**src/rtl/sertx_pkg.sv**
```systemverilog
// Shared definitions for the buffered serial transmitter.
// Assumes: parity selection is a 2-bit code driven straight from configuration.
package sertx_pkg;
    typedef enum logic [1:0] {
        PAR_ODD   = 2'b00,
        PAR_EVEN  = 2'b01,
        PAR_MARK  = 2'b10,
        PAR_SPACE = 2'b11
    } par_kind_t;
endpackage

```
**src/rtl/sertx_hold.sv**
```systemverilog
// Single-entry staging register in front of the shifter.
// Assumes: a write while already full overwrites the staged byte; a write in the
// same cycle as a take leaves the register full with the new byte.
module sertx_hold #(
    parameter int DATA_W = 8
) (
    input  logic              clk,
    input  logic              rst_n,
    input  logic              wr_stb,
    input  logic [DATA_W-1:0] wr_data,
    input  logic              take,
    output logic [DATA_W-1:0] hold_data,
    output logic              hold_full
);
    // Capture written bytes and drop the full state when the shifter takes one.
    always_ff @(posedge clk) begin
        if (!rst_n) begin
            hold_data <= '0;
            hold_full <= 1'b0;
        end else if (wr_stb) begin
            hold_data <= wr_data;
            hold_full <= 1'b1;
        end else if (take) begin
            hold_full <= 1'b0;
        end
    end
endmodule

```
**src/rtl/sertx_framer.sv**
```systemverilog
// Builds the line frame (start, data LSB first, optional ninth bit, stop) and
// its length from a byte and the ninth-bit configuration. Purely combinational.
// Assumes: parity overrides the software extra bit when both are enabled.
module sertx_framer
    import sertx_pkg::*;
#(
    parameter int DATA_W  = 8,
    parameter int FRAME_W = DATA_W + 3,
    parameter int CNT_W   = $clog2(FRAME_W + 1)
) (
    input  logic [DATA_W-1:0]  data,
    input  logic               xbit_en,
    input  logic               xbit_val,
    input  logic               par_en,
    input  logic [1:0]         par_sel,
    output logic [FRAME_W-1:0] frame,
    output logic [CNT_W-1:0]   nbits
);
    logic ninth_on;
    logic ninth_val;
    logic par_bit;

    // Choose the parity bit from the selected kind.
    always_comb begin
        unique case (par_kind_t'(par_sel))
            PAR_ODD:   par_bit = ~(^data);
            PAR_EVEN:  par_bit = ^data;
            PAR_MARK:  par_bit = 1'b1;
            default:   par_bit = 1'b0;
        endcase
    end

    // Resolve presence and value of the ninth bit, parity first.
    always_comb begin
        ninth_on  = par_en | xbit_en;
        ninth_val = par_en ? par_bit : xbit_val;
    end

    // Assemble the frame with the start bit at index 0; unused tail bits are stop level.
    always_comb begin
        frame              = '1;
        frame[0]           = 1'b0;
        frame[DATA_W:1]    = data;
        if (ninth_on) begin
            frame[DATA_W+1] = ninth_val;
        end
        nbits = ninth_on ? CNT_W'(FRAME_W) : CNT_W'(FRAME_W - 1);
    end
endmodule

```
**src/rtl/sertx_shifter.sv**
```systemverilog
// Frame shifter: drives one frame bit per baud tick and frees itself on the tick
// that starts the stop bit, so the next frame's start bit follows one full stop period.
// Assumes: load is only asserted while busy is low.
module sertx_shifter #(
    parameter int FRAME_W = 11,
    parameter int CNT_W   = $clog2(FRAME_W + 1)
) (
    input  logic               clk,
    input  logic               rst_n,
    input  logic               load,
    input  logic [FRAME_W-1:0] frame_in,
    input  logic [CNT_W-1:0]   nbits_in,
    input  logic               baud_tick,
    output logic               busy,
    output logic               tx_out,
    output logic               stop_start
);
    logic [FRAME_W-1:0] sh;
    logic [CNT_W-1:0]   left;

    // Flags the tick that puts the stop bit on the line.
    assign stop_start = busy && baud_tick && (left == CNT_W'(1));

    // Load a frame, then shift one bit to the line on each tick.
    always_ff @(posedge clk) begin
        if (!rst_n) begin
            sh     <= '1;
            left   <= '0;
            busy   <= 1'b0;
            tx_out <= 1'b1;
        end else if (load) begin
            sh   <= frame_in;
            left <= nbits_in;
            busy <= 1'b1;
        end else if (busy && baud_tick) begin
            tx_out <= sh[0];
            sh     <= {1'b1, sh[FRAME_W-1:1]};
            left   <= left - CNT_W'(1);
            if (left == CNT_W'(1)) begin
                busy <= 1'b0;
            end
        end
    end
endmodule

```
**src/rtl/sertx_top.sv**
```systemverilog
// Buffered serial transmitter: staging register, framer, shifter and sticky
// completion flag. Assumes an external one-cycle baud tick and synchronous active-low reset.
module sertx_top #(
    parameter int DATA_W = 8
) (
    input  logic              clk,
    input  logic              rst_n,
    input  logic              baud_tick,
    input  logic              wr_stb,
    input  logic [DATA_W-1:0] wr_data,
    input  logic              xbit_en,
    input  logic              xbit_val,
    input  logic              par_en,
    input  logic [1:0]        par_sel,
    input  logic              done_clr,
    output logic              hold_empty,
    output logic              tx_done,
    output logic              tx_out
);
    localparam int FRAME_W = DATA_W + 3;
    localparam int CNT_W   = $clog2(FRAME_W + 1);

    logic [DATA_W-1:0]  hold_data;
    logic               hold_full;
    logic               sh_busy;
    logic               take;
    logic               stop_start;
    logic [FRAME_W-1:0] frame;
    logic [CNT_W-1:0]   nbits;

    assign take       = hold_full & ~sh_busy;
    assign hold_empty = ~hold_full;

    sertx_hold #(.DATA_W(DATA_W)) u_hold (
        .clk       (clk),
        .rst_n     (rst_n),
        .wr_stb    (wr_stb),
        .wr_data   (wr_data),
        .take      (take),
        .hold_data (hold_data),
        .hold_full (hold_full)
    );

    sertx_framer #(.DATA_W(DATA_W), .FRAME_W(FRAME_W), .CNT_W(CNT_W)) u_framer (
        .data     (hold_data),
        .xbit_en  (xbit_en),
        .xbit_val (xbit_val),
        .par_en   (par_en),
        .par_sel  (par_sel),
        .frame    (frame),
        .nbits    (nbits)
    );

    sertx_shifter #(.FRAME_W(FRAME_W), .CNT_W(CNT_W)) u_shift (
        .clk        (clk),
        .rst_n      (rst_n),
        .load       (take),
        .frame_in   (frame),
        .nbits_in   (nbits),
        .baud_tick  (baud_tick),
        .busy       (sh_busy),
        .tx_out     (tx_out),
        .stop_start (stop_start)
    );

    // Sticky completion flag; a set on the stop tick beats a clear on the same edge.
    always_ff @(posedge clk) begin
        if (!rst_n) begin
            tx_done <= 1'b0;
        end else if (stop_start) begin
            tx_done <= 1'b1;
        end else if (done_clr) begin
            tx_done <= 1'b0;
        end
    end
endmodule

```
**config.mk**
```make
export PLATFORM = sky130hd
export DESIGN_NAME = sertx_top
export DESIGN_NICKNAME = d
export VERILOG_FILES = /design/src/rtl/sertx_pkg.sv /design/src/rtl/sertx_hold.sv /design/src/rtl/sertx_framer.sv /design/src/rtl/sertx_shifter.sv /design/src/rtl/sertx_top.sv
export SDC_FILE = /design/constraint.sdc
export NUM_CORES = 1
export LEC_CHECK = 0
export BUFFER_PORTS_ARGS = -buffer_cell sky130_fd_sc_hd__buf_2
export CAP_MARGIN = 10
export CELL_PAD_IN_SITES_DETAIL_PLACEMENT = 2
export CELL_PAD_IN_SITES_GLOBAL_PLACEMENT = 2
export CORE_ASPECT_RATIO = 0.5
export CORE_MARGIN = 10
export CORE_UTILIZATION = 33
export CTS_BUF_LIST = sky130_fd_sc_hd__clkbuf_2
export DETAILED_ROUTE_END_ITERATION = 10
export GPL_ROUTABILITY_DRIVEN = 1
export PLACE_DENSITY_LB_ADDON = 0.1
export REMOVE_ABC_BUFFERS = 1
export SETUP_SLACK_MARGIN = 0.1
export SYNTH_ARGS = -nofsm -noshare
export SYNTH_HDL_FRONTEND = slang
export SYNTH_SLANG_ARGS = --single-unit
```
**constraint.sdc**
```tcl
create_clock -name clk -period 1.8 [get_ports clk]
set_input_delay 0.09 -clock clk [delete_from_list [all_inputs] [get_ports clk]]
set_output_delay 0.09 -clock clk [all_outputs]
set_load 0.03 [all_outputs]
```
# Word-level counts from Yosys, hierarchy flattened

Index checks and enable logic that the tools add are counted.

Register bits after elaboration: 26
Latch bits: 0
Bits in writable memories: 0
Bits in read-only memories: 0
Input port bits: 18
Output and inout port bits: 3
Word-level logic and storage cells: 42
Memories: 0

Add/sub/neg operators: 1
Multipliers: 0
Divide/modulo/power cells: 0
Magnitude comparators: 0
Eq/ne operators: 3
Shift-type cells: 0
Multiplexer cells: 15
Bitwise operators: 6
Reduce and logical (&&, ||, !) cells: 10

Operators by type and width:

| operator              | count |
|---|---|
| $mux W10              | 2 |
| $mux W1               | 10 |
| $mux W4               | 2 |
| $reduce_bool A2 Y1    | 4 |
| $reduce_xor A8 Y1     | 1 |
| $eq A4 B1 Y1 const B  | 1 |
| $not A1 Y1            | 4 |
| $reduce_and A2 Y1     | 2 |
| $sub A4 B1 Y4 const B | 1 |
| $pmux W1 S3           | 1 |
| $eq A2 B1 Y1 const B  | 1 |
| $eq A2 B2 Y1 const B  | 1 |
| $logic_and A1 B1 Y1   | 2 |
| $logic_not A2 Y1      | 1 |
| $and A1 B1 Y1         | 1 |
| $or A1 B1 Y1          | 1 |

# Longest topological paths before layout

Gate-level depths: netlist (run 1).

Depth after elaboration: 6
Mapped depth: 5

# Cells and area by module

From an unflattened synthesis (run 1), not the netlist that was laid out.

Cell total of the unflattened synthesis: 157
Area total of the unflattened synthesis: 1,413.9 um^2

Modules (own cells, without submodules):

| module        | times used | cells an instance | area an instance (um^2) |
|---|---|---|---|
| sertx_shifter | 1          | 95                | 815.8 |
| sertx_hold    | 1          | 28                | 335.3 |
| sertx_framer  | 1          | 29                | 214.0 |
| sertx_top     | 1          | 5                 | 48.8 |

# Worst setup path after synthesis (run 1)

Ideal clock, no wire load.

Path type: register -> register
Start point: register u_hold.hold_full
End point: register u_shift.sh[9]
Arrival time: 1.223 ns
Required time: 1.736 ns
Setup slack: 0.513 ns
Stages on the path, launching flop included: 6
Path buffers: 0
Period minus slack after synthesis: 1.287 ns
Path through: dfxtp_1 > inv_1 > o21ai_0 > o211ai_1 > or3_1 > nand4_1

Word-level cells in the longest chain between the ends: 2

Ends and longest elaborated chain:

| element                                               | RTL line            | source |
|---|---|---|
| start, declared                                       | sertx_hold.sv:13    | `output logic hold_full` |
| start signal, assigned                                | sertx_hold.sv:19    | `hold_full <= 1'b0;` |
| start signal, assigned                                | sertx_hold.sv:22    | `hold_full <= 1'b1;` |
| start signal, assigned                                | sertx_hold.sv:24    | `hold_full <= 1'b0;` |
| $and A1 B1 Y1 *                                       | sertx_top.sv:31     | `assign take = hold_full & ~sh_busy;` |
| $mux W10 / $reduce_bool A2 Y1 (equally long branches) | -                   |  |
| end signal, assigned                                  | sertx_shifter.sv:32 | `sh <= frame_in;` |
| end signal, assigned                                  | sertx_shifter.sv:37 | `sh <= {1'b1, sh[FRAME_W-1:1]};` |
| end, declared                                         | sertx_shifter.sv:18 | `logic [FRAME_W-1:0] sh;` |

Every way passes the cells marked *; elsewhere a longest branch is shown, timed or not.
A chain may end at the register's enable or synchronous reset.

# Worst setup path in the final report (run 1)

Start point: register u_shift.busy
End point: register u_shift.busy

Word-level cells in the longest chain between the ends: 4

Ends and longest elaborated chain:

| element                             | RTL line            | source |
|---|---|---|
| start, declared                     | sertx_shifter.sv:14 | `output logic busy,` |
| start signal, assigned              | sertx_shifter.sv:29 | `busy <= 1'b0;` |
| start signal, assigned              | sertx_shifter.sv:34 | `busy <= 1'b1;` |
| start signal, assigned              | sertx_shifter.sv:40 | `busy <= 1'b0;` |
| $not A1 Y1                          | sertx_top.sv:31     |  |
| $and A1 B1 Y1                       | sertx_top.sv:31     |  |
| $reduce_bool A2 Y1 (no source line) | -                   |  |
| $reduce_and A2 Y1 (no source line)  | -                   |  |

Several ways; a longest one is shown, not always the timed one.

==> impl_metrics.toml, run 1 <==
[clock_tree]
post_cts_resized = 0
cts_tree = "yes"
cts_setup_buffers = 0
clockRootBuffer = "clkbuf_2"
ctsHoldBuffers = 11
cts_buffers = 3
clk_pin_slew_worst_paths_ns = 0.24
cts.sinks = 26
insertion_delay_ns = 0.35
clk_path_buf_depth = 2
cts_max_level = 1

[yosys]
synth_top_area_share_pct = 47.60
synth.avg_cell_area_um2 = 8.964
synth_seq_cells = 26
synth_cell_types = 25
synth_edf_count = 0
post-synth-top-area-cell = "dfxtp_1"
synth.area.top_cells = "dfxtp_1, mux2i_1, a22oi_1"
netlist_area_um2 = 1094
synthCells = 122
async_flop_share_pct = 0
yosys_most_used_dff = "dfxtp_1"
synth_seq_area_share_pct = 47.60
yosysWarningCount = 0

[final_layout]
utilization_pct = 44.52
antenna_cells = 0
final_cell_mix = "dfxtp_1, buf_2, nor2_1"
area_growth_pct = 25.52
drive_gt1_share_pct = 16.88
final_cell_area_um2 = 1373
fillers = 365
layout.nets = 175
final_common_cell = "dfxtp_1"
fin_cells = 194

[sta]
slew_headroom_pct = 61.96
fin_crit_ns = 1.424
rsz0062_at_grt = "false"
drv_slew = 0
setup_viol = 0
tightest_slew_ns = 0.5700
hold_viol = 0
fin_skew_ns = 0.005125
setup_slack_ns = 0.3763
period_share_pct = 79.09
tns_ns = 0
max_freq_ghz = 0.7024
whs_ns = 0.03809

[flow_run]
maxCapViolations = 0

[grt]
grt_pass1_vias = 1039
grt_overflow = 0
antenna_found_initial = 0
grt_max_degree = 17
grtUsageTotal_pct = 10.46
grt_pass1_wl_mm = 5.154

[worst_setup_path]
required_ns = 2.05
cp_max_fo = 6
cp_slowest_cell = "or4b_1"
arrival_ns = 1.68
end_kind = "register"
slowest_delay_ns = 0.56
cp-start-kind = "register"
cp_cell_sequence = "nand2_1 > or4b_1 > o21ai_0 > nor2_1"
ff2ff_path_depth = 4
crit_type = "register to register"

[outcome]
status = "complete, no violations"

[pwr]
finalPower_mw = 1.092
power.leakage_nw = 0.6016
peakVddDrop_v = 0.0003877
p_per_area_nw_per_um2 = 795.2

[detailed_routing]
wirelength_mm = 2.978
final_antenna_net_count = 0
via_count = 960
route.detailed.drc = 0
drt_iter0_markers = 30
drt_pass1_iterations = 4
via_per_inst = 4.948
post_drt_wl_per_cell_um = 15.35

[floorplanning]
fp.dieArea_um2 = 6156
core-area_um2 = 3083
start_util_pct = 35.47
io_pins = 21
die_x_um = 101.4
rows = 14
fp.dieH_um = 60.71

[place]
port-buffer-count = 20
postPlaceCellArea_um2 = 1244
place_hpwl_mm = 2.136
gp_congestion = 0.6806
dp.cells = 179
pre_cts_ws_ns = 0.3744

[min_path]
holdPathStages = 4
hold_path.class = "input port to register"
-- cell families (layout without fill, tap and decap cells) --
kind of cell               Yosys count  after routing  synth area share, %
and+or+nand+nor                     45             45                19.22
AOI/OAI and AO/OA                   23             23                13.73
buffers and inverters               10             42                3.432
muxes                                8              8                7.323
adders and majority gates            2              2                2.288
DFF                                 26             26                47.60
xor gates and xnor gates             8              8                6.408
-- critical path, delay by kind of cell (launching register included) --
kind / cells / cell delay [ns]
compound gates: 1 / 0.10
flops: 1 / 0.46
simple gates: 3 / 0.78
-- layout make-up --
cell class / count / area (um2) / area share [%]
Clock buffer: 3 / 15.01 / 1.094
Clock inverter: 1 / 3.754 / 0.2735
Sequential cell: 26 / 520.5 / 37.92
Tap cell: 40 / 50.05 / 3.646
Inverter: 4 / 15.01 / 1.094
Multi-Input combinational cell: 86 / 535.5 / 39.02
Timing Repair Buffer: 34 / 232.7 / 16.96
-- power by group --
| part | internal (mW) | total (mW) | switching, mW | leakage, nW |
|---|---|---|---|---|
| clock | 0.0483 | 0.224 | 0.176 | 0.0140 |
| sequential | 0.622 | 0.655 | 0.0335 | 0.215 |
| combinational | 0.104 | 0.212 | 0.107 | 0.373 |
-- synth_stat cells (4+ instances only) --
cell      count
a21oi_1       4
nand2_1      11
o21ai_0       7
nand3_1       9
mux2i_1       8
xnor2_1       5
inv_1         4
nor2_1       15
dfxtp_1      26
clkbuf_1      6
a22oi_1       8
-- flip-flops by register name (all words and copies together), names as in the netlist --
register and flops:
tx_done 1, u_shift.busy 1, u_shift.sh 10, u_shift.tx_out 1
u_hold.hold_full 1, u_shift.left 4, u_hold.hold_data 8
-- path summary, 6_finish.rpt --
check                        startpoint                           to  slack [ns]
max           u_shift.busy$_SDFFE_PN0P_    u_shift.busy$_SDFFE_PN0P_        0.38
min                          par_sel[0]   u_shift.sh[9]$_SDFFE_PN1P_        0.04
max reg2reg   u_shift.busy$_SDFFE_PN0P_    u_shift.busy$_SDFFE_PN0P_        0.38
min reg2reg  u_shift.sh[0]$_SDFFE_PN1P_  u_shift.tx_out$_SDFFE_PN1P_        0.49
-- layer usage --
layer	part of all wire [%]	vias to the layer above	global-route usage, %
li1	-	490	-
met1	51	454	13.37
met2	46	14	17.18
met3	3.2	2	3.401
met4	0.27	0	1.775
met5	0	-	0
Note: power is estimated with default switching activity, not from simulation.
==> run 2, diff against run 1 <==
--- a/config.mk
+++ b/config.mk
@@ -11,7 +11,7 @@
 export CELL_PAD_IN_SITES_GLOBAL_PLACEMENT = 2
 export CORE_ASPECT_RATIO = 0.5
 export CORE_MARGIN = 10
-export CORE_UTILIZATION = 33
+export CORE_UTILIZATION = 30
 export CTS_BUF_LIST = sky130_fd_sc_hd__clkbuf_2
 export DETAILED_ROUTE_END_ITERATION = 10
 export GPL_ROUTABILITY_DRIVEN = 1
==> constraint.sdc (replaced) <==
create_clock -name clk -period 1.2 [get_ports clk]
set_input_delay 0.06 -clock clk [delete_from_list [all_inputs] [get_ports clk]]
set_output_delay 0.06 -clock clk [all_outputs]
set_load 0.03 [all_outputs]
==> impl_metrics.toml, run 2 (synthesis gave the netlist of run 1 again) <==
[grt]
grtUsageTotal_pct = 11.49
grt_max_degree = 17
grt_pass1_wl_mm = 6.210
grt_pass1_vias = 1167
grt_overflow = 0
antenna_found_initial = 0

[worst_setup_path]
r2r_slack_ns = -0.23
slowest_delay_ns = 0.40
cp_max_fo = 2
crit_top_cell = "xnor2_1"
reg2reg_from = "u_hold.hold_data[1]$_SDFFE_PN0P_"
cp-start-kind = "register"
ff2ff_path_depth = 5
crit_type = "register to register"
cp_slowest_cell = "dfxtp_2"
setup.worst_path.end = "u_shift.sh[9]$_SDFFE_PN1P_"
end_kind = "register"
required_ns = 1.56
arrival_ns = 1.80
cp_cell_sequence = "xnor2_1 > xnor2_1 > xnor2_1 > or3_1 > nand4_1"
setup.worst_path.start = "u_hold.hold_data[1]$_SDFFE_PN0P_"
r2r_end = "u_shift.sh[9]$_SDFFE_PN1P_"

[final_layout]
top_regs = "u_shift.sh (10), u_hold.hold_data (8), u_shift.left (4)"
regMostFlops = "u_shift.sh"
drive_gt1_share_pct = 53.59
multi_input_area_um2 = 728.2
antenna_cells = 0
utilization_pct = 54.23
fillers = 351
final_cell_mix = "buf_4, buf_2, dfxtp_1"
largest_reg_flops = 10
final_common_cell = "buf_4"
final_cell_area_um2 = 1883
final-seq-area_um2 = 536.8
layout.nets = 202
area_growth_pct = 72.20

[place]
port-buffer-count = 20
gp_congestion = 0.7337
postPlaceCellArea_um2 = 1400
place_hpwl_mm = 2.508

[floorplanning]
die_x_um = 105.4
core-area_um2 = 3472
start_util_pct = 31.50
fp.dieH_um = 62.69
rows = 15
io_pins = 21
fp.dieArea_um2 = 6607

[detailed_routing]
drt_iter0_markers = 26
drt_pass1_iterations = 4
route.detailed.drc = 0
post_drt_wl_per_cell_um = 21.37
via_count = 1115
via_per_inst = 4.806
final_antenna_net_count = 0
wirelength_mm = 4.958

[sta]
whs_ns = 0.03306
hold_viol = 0
period_share_pct = 119.6
drv_slew = 0
slew_headroom_pct = 56.81
tightest_slew_ns = 0.6471
fin_crit_ns = 1.435
setup_viol = 7
rsz0062_at_grt = "true"
setup_slack_ns = -0.2350
max_freq_ghz = 0.6969
fin_skew_ns = 0.008799

[pwr]
power.leakage_nw = 0.8067
p_per_area_nw_per_um2 = 1042
finalPower_mw = 1.962
peakVddDrop_v = 0.0006585

[clock_tree]
cts_buffers = 3
insertion_delay_ns = 0.40
cts_tree = "yes"
cts_max_level = 1
cts.sinks = 26
clockRootBuffer = "clkbuf_2"
clk_path_buf_depth = 2
clk_pin_slew_worst_paths_ns = 0.26

[outcome]
violations = "setup timing"
status = "finished, violations left"

[flow_run]
maxCapViolations = 0

[min_path]
hold_path.class = "input port to register"
run 2: cell types whose count changed in the layout (fill, tap and decap cells not counted), sizes merged:
cell / delta
buf: +22
clkbuf: +3
dlygate4sd3: +2
run 2: worst max-delay path, delay by kind of cell, from the launching register on:
| family | cells | cell delay, ns |
|---|---|---|
| DFF | 1 | 0.40 |
| xor gates and xnor gates | 3 | 0.54 |
| and+or+nand+nor | 2 | 0.47 |
run 2: per-stage QoR:
step	setup slack [ns]	instances	TNS, ns
2_1_floorplan	-0.2798	116	-2.139
3_3_place_gp	-0.1130	209	-0.7102
3_5_place_dp	-0.1434	209	-1.233
4_1_cts	-0.1439	225	-0.3914
5_1_grt	-0.3698	232	-1.213
6_report	-0.2350	232	-0.4661
run 2: worst min-delay path by stage:
stage / from / depth (start not counted) / slack, ns / to
global route: baud_tick / 4 / 0.03 / tx_done$_SDFFE_PN0P_
detailed placement: wr_data[4] / 3 / 0.30 / u_hold.hold_data[4]$_SDFFE_PN0P_
floorplan: rst_n / 1 / 0.13 / u_shift.sh[1]$_SDFFE_PN1P_
global placement: wr_data[4] / 3 / 0.30 / u_hold.hold_data[4]$_SDFFE_PN0P_
finish: baud_tick / 4 / 0.03 / tx_done$_SDFFE_PN0P_
CTS: rst_n / 3 / 0.01 / u_shift.sh[3]$_SDFFE_PN1P_
run 2: power by group:
part | internal [mW] | total [mW] | switching (mW)
Clock | 0.0722 | 0.367 | 0.295
Combinational | 0.305 | 0.587 | 0.282
Sequential | 0.937 | 1.01 | 0.0704
run 2: final cells by class:
cell class              count  share of cell area [%]
multi-input cells          86                   38.67
flip-flops and latches     26                   28.50
repair buffers             61                   27.64
well taps                  51                   3.389
clock buffers               3                  0.7973
inverters                   4                  0.7973
clock inverters             1                  0.1993
run 2: what timing repair did:
action,4_1_cts,5_1_grt
resized for setup,29,45
buffers inserted,1,4
hold endpoints to repair,10,3
gates cloned,0,1
endpoints found under the setup margin,17,20
hold buffers,11,2
pin swaps,3,9
run 2: per-layer routing:
| metal | vias up | routed length [um] | GRT usage [%] | part of all wire, % |
|---|---|---|---|---|
| met3 | 5 | 128 | 3.395 | 2.6 |
| met2 | 15 | 2530 | 19.21 | 51 |
| met1 | 551 | 2246 | 14.33 | 45 |
| li1 | 544 | - | - | - |
| met4 | 0 | 52 | 2.041 | 1.0 |
| met5 | - | 0 | 0 | 0 |
==> run 3, diff against run 2 <==
--- a/config.mk
+++ b/config.mk
@@ -10,7 +10,7 @@
 export CELL_PAD_IN_SITES_DETAIL_PLACEMENT = 2
 export CELL_PAD_IN_SITES_GLOBAL_PLACEMENT = 2
 export CORE_ASPECT_RATIO = 0.5
-export CORE_MARGIN = 10
+export CORE_MARGIN = 2
 export CORE_UTILIZATION = 30
 export CTS_BUF_LIST = sky130_fd_sc_hd__clkbuf_2
 export DETAILED_ROUTE_END_ITERATION = 10
==> impl_metrics.toml, run 3 (synthesis gave the netlist of run 1 again) <==
[detailed_routing]
via_per_inst = 4.773
via_count = 1074
post_drt_wl_per_cell_um = 15.44
route.detailed.drc = 0
drt_iter0_markers = 22
final_antenna_net_count = 0
drt_pass1_iterations = 4
wirelength_mm = 3.474

[worst_setup_path]
setup.worst_path.start = "u_hold.hold_data[7]$_SDFFE_PN0P_"
path_buf_inv = 0
setup.worst_path.end = "u_shift.sh[9]$_SDFFE_PN1P_"
ff2ff_path_depth = 5
arrival_ns = 1.69
reg2reg_from = "u_hold.hold_data[7]$_SDFFE_PN0P_"
crit_cells = 5
cp_cell_sequence = "xor2_2 > xnor2_1 > xnor2_1 > or3_1 > nand4_1"
crit_type = "register to register"
cp-start-kind = "register"
cp_max_fo = 2
r2r_slack_ns = -0.16
required_ns = 1.53
crit_top_cell = "xnor2_1"
slowest_delay_ns = 0.40
crit_family = "XOR/XNOR gates"
cp_slowest_cell = "dfxtp_2"
end_kind = "register"
r2r_end = "u_shift.sh[9]$_SDFFE_PN1P_"

[final_layout]
largest_reg_flops = 10
layout.nets = 195
fin_cells = 225
area_growth_pct = 51.49
final_cell_mix = "buf_2, buf_4, dfxtp_1"
antenna_cells = 0
regMostFlops = "u_shift.sh"
top_regs = "u_shift.sh (10), u_hold.hold_data (8), u_shift.left (4)"
final_cell_area_um2 = 1657
drive_gt1_share_pct = 41.95

[sta]
drv_slew = 0
setup_slack_ns = -0.1589
fin_skew_ns = 0.01105
hold_viol = 0
setup_viol = 9
fin_crit_ns = 1.359
rsz0062_at_grt = "true"
period_share_pct = 113.2
whs_ns = 0.03468
tightest_slew_ns = 0.4301
slew_headroom_pct = 71.29
max_freq_ghz = 0.7359

[clock_tree]
clockRootBuffer = "clkbuf_2"
clk_path_buf_depth = 2
cts_buffers = 3
cts.sinks = 26
cts_tree = "yes"
clk_pin_slew_worst_paths_ns = 0.26
insertion_delay_ns = 0.36
cts_max_level = 1

[floorplanning]
core-area_um2 = 3453
io_pins = 21
die_x_um = 89.39
rows = 15
fp.dieArea_um2 = 4173
start_util_pct = 31.67
fp.dieH_um = 46.69

[pwr]
peakVddDrop_v = 0.0003233
power.leakage_nw = 0.7302
p_per_area_nw_per_um2 = 1079

[outcome]
violations = "setup timing"
status = "finished, violations left"

[place]
gp_congestion = 0.7508
dp.cells = 206
place_hpwl_mm = 2.381
port-buffer-count = 20
postPlaceCellArea_um2 = 1378

[min_path]
hold_path.class = "input port to register"

[grt]
antenna_found_initial = 0
grt_pass1_vias = 1121
grtUsageTotal_pct = 18.48
grt_overflow = 0
grt_max_degree = 15
grt_pass1_wl_mm = 5.554

[flow_run]
maxCapViolations = 0
run 3: changes by cell type in the layout (fill, tap and decap cells not counted), moves of 3 or more:
cell / change
nand2_1: +4
nand3_1: +4
nand3_2: -4
nand2_2: -3
run 3: power by group:
| part | internal, mW | total [mW] | switching (mW) |
|---|---|---|---|
| registers | 0.936 | 0.988 | 0.0525 |
| clock network | 0.0724 | 0.346 | 0.274 |
| logic | 0.238 | 0.453 | 0.215 |
run 3: worst min-delay path by stage:
stage	slack (ns)	endpoint	from	cells past startpoint
3_3_place_gp	0.29	u_hold.hold_data[4]$_SDFFE_PN0P_	wr_data[4]	3
4_1_cts	0.006	u_shift.sh[9]$_SDFFE_PN1P_	par_sel[0]	4
6_report	0.03	u_shift.tx_out$_SDFFE_PN1P_	rst_n	3
3_5_place_dp	0.31	u_hold.hold_data[6]$_SDFFE_PN0P_	wr_data[6]	3
5_1_grt	0.003	u_shift.sh[5]$_SDFFE_PN1P_	rst_n	3
2_1_floorplan	0.13	u_shift.sh[1]$_SDFFE_PN1P_	rst_n	1
run 3: area by class of cell:
cell class / instances / area (um2)
multi-input cells: 86 / 620.6
clock buffers: 3 / 15.01
repair buffers: 54 / 404.1
fillers: 384 / 1797
well taps: 51 / 63.81
inverters: 4 / 15.01
flip-flops and latches: 26 / 534.3
clock inverters: 1 / 3.754
run 3: per-stage QoR:
step | TNS [ns] | setup WS (ns) | util [%] | power, mW
after detailed placement | -0.8326 | -0.1973 | 39.89 | 1.355
after global placement | -0.4557 | -0.1559 | 39.89 | 1.334
after CTS | -0.7023 | -0.1668 | 46.27 | 1.787
final | -0.4085 | -0.1589 | 47.97 | 1.787
after global routing | -1.191 | -0.2302 | 47.97 | 1.927
after floorplan | -2.139 | -0.2798 | - | 1.177
run 3: repair_timing:
item / 4_1_cts / 5_1_grt
hold buffers: 10 / 1
pin swaps: 4 / 2
gates cloned: 0 / 0
buffers inserted: 3 / 1
endpoints found under the setup margin: 17 / 20
resized for setup: 24 / 14
hold endpoints to repair: 10 / 1
run 3: worst reg2reg max path, delay by kind of cell (launching register included):
family	cells	cell delay [ns]
simple gates	2	0.45
flops	1	0.40
xor+xnor	3	0.49
run 3: metal layers:
layer / wire, um / GRT usage (%) / share of wire (%)
met2: 1792 / 34.67 / 52
met3: 96 / 4.301 / 2.8
met1: 1555 / 22.44 / 45
met4: 29 / 2.687 / 0.83
met5: 0 / 0 / 0
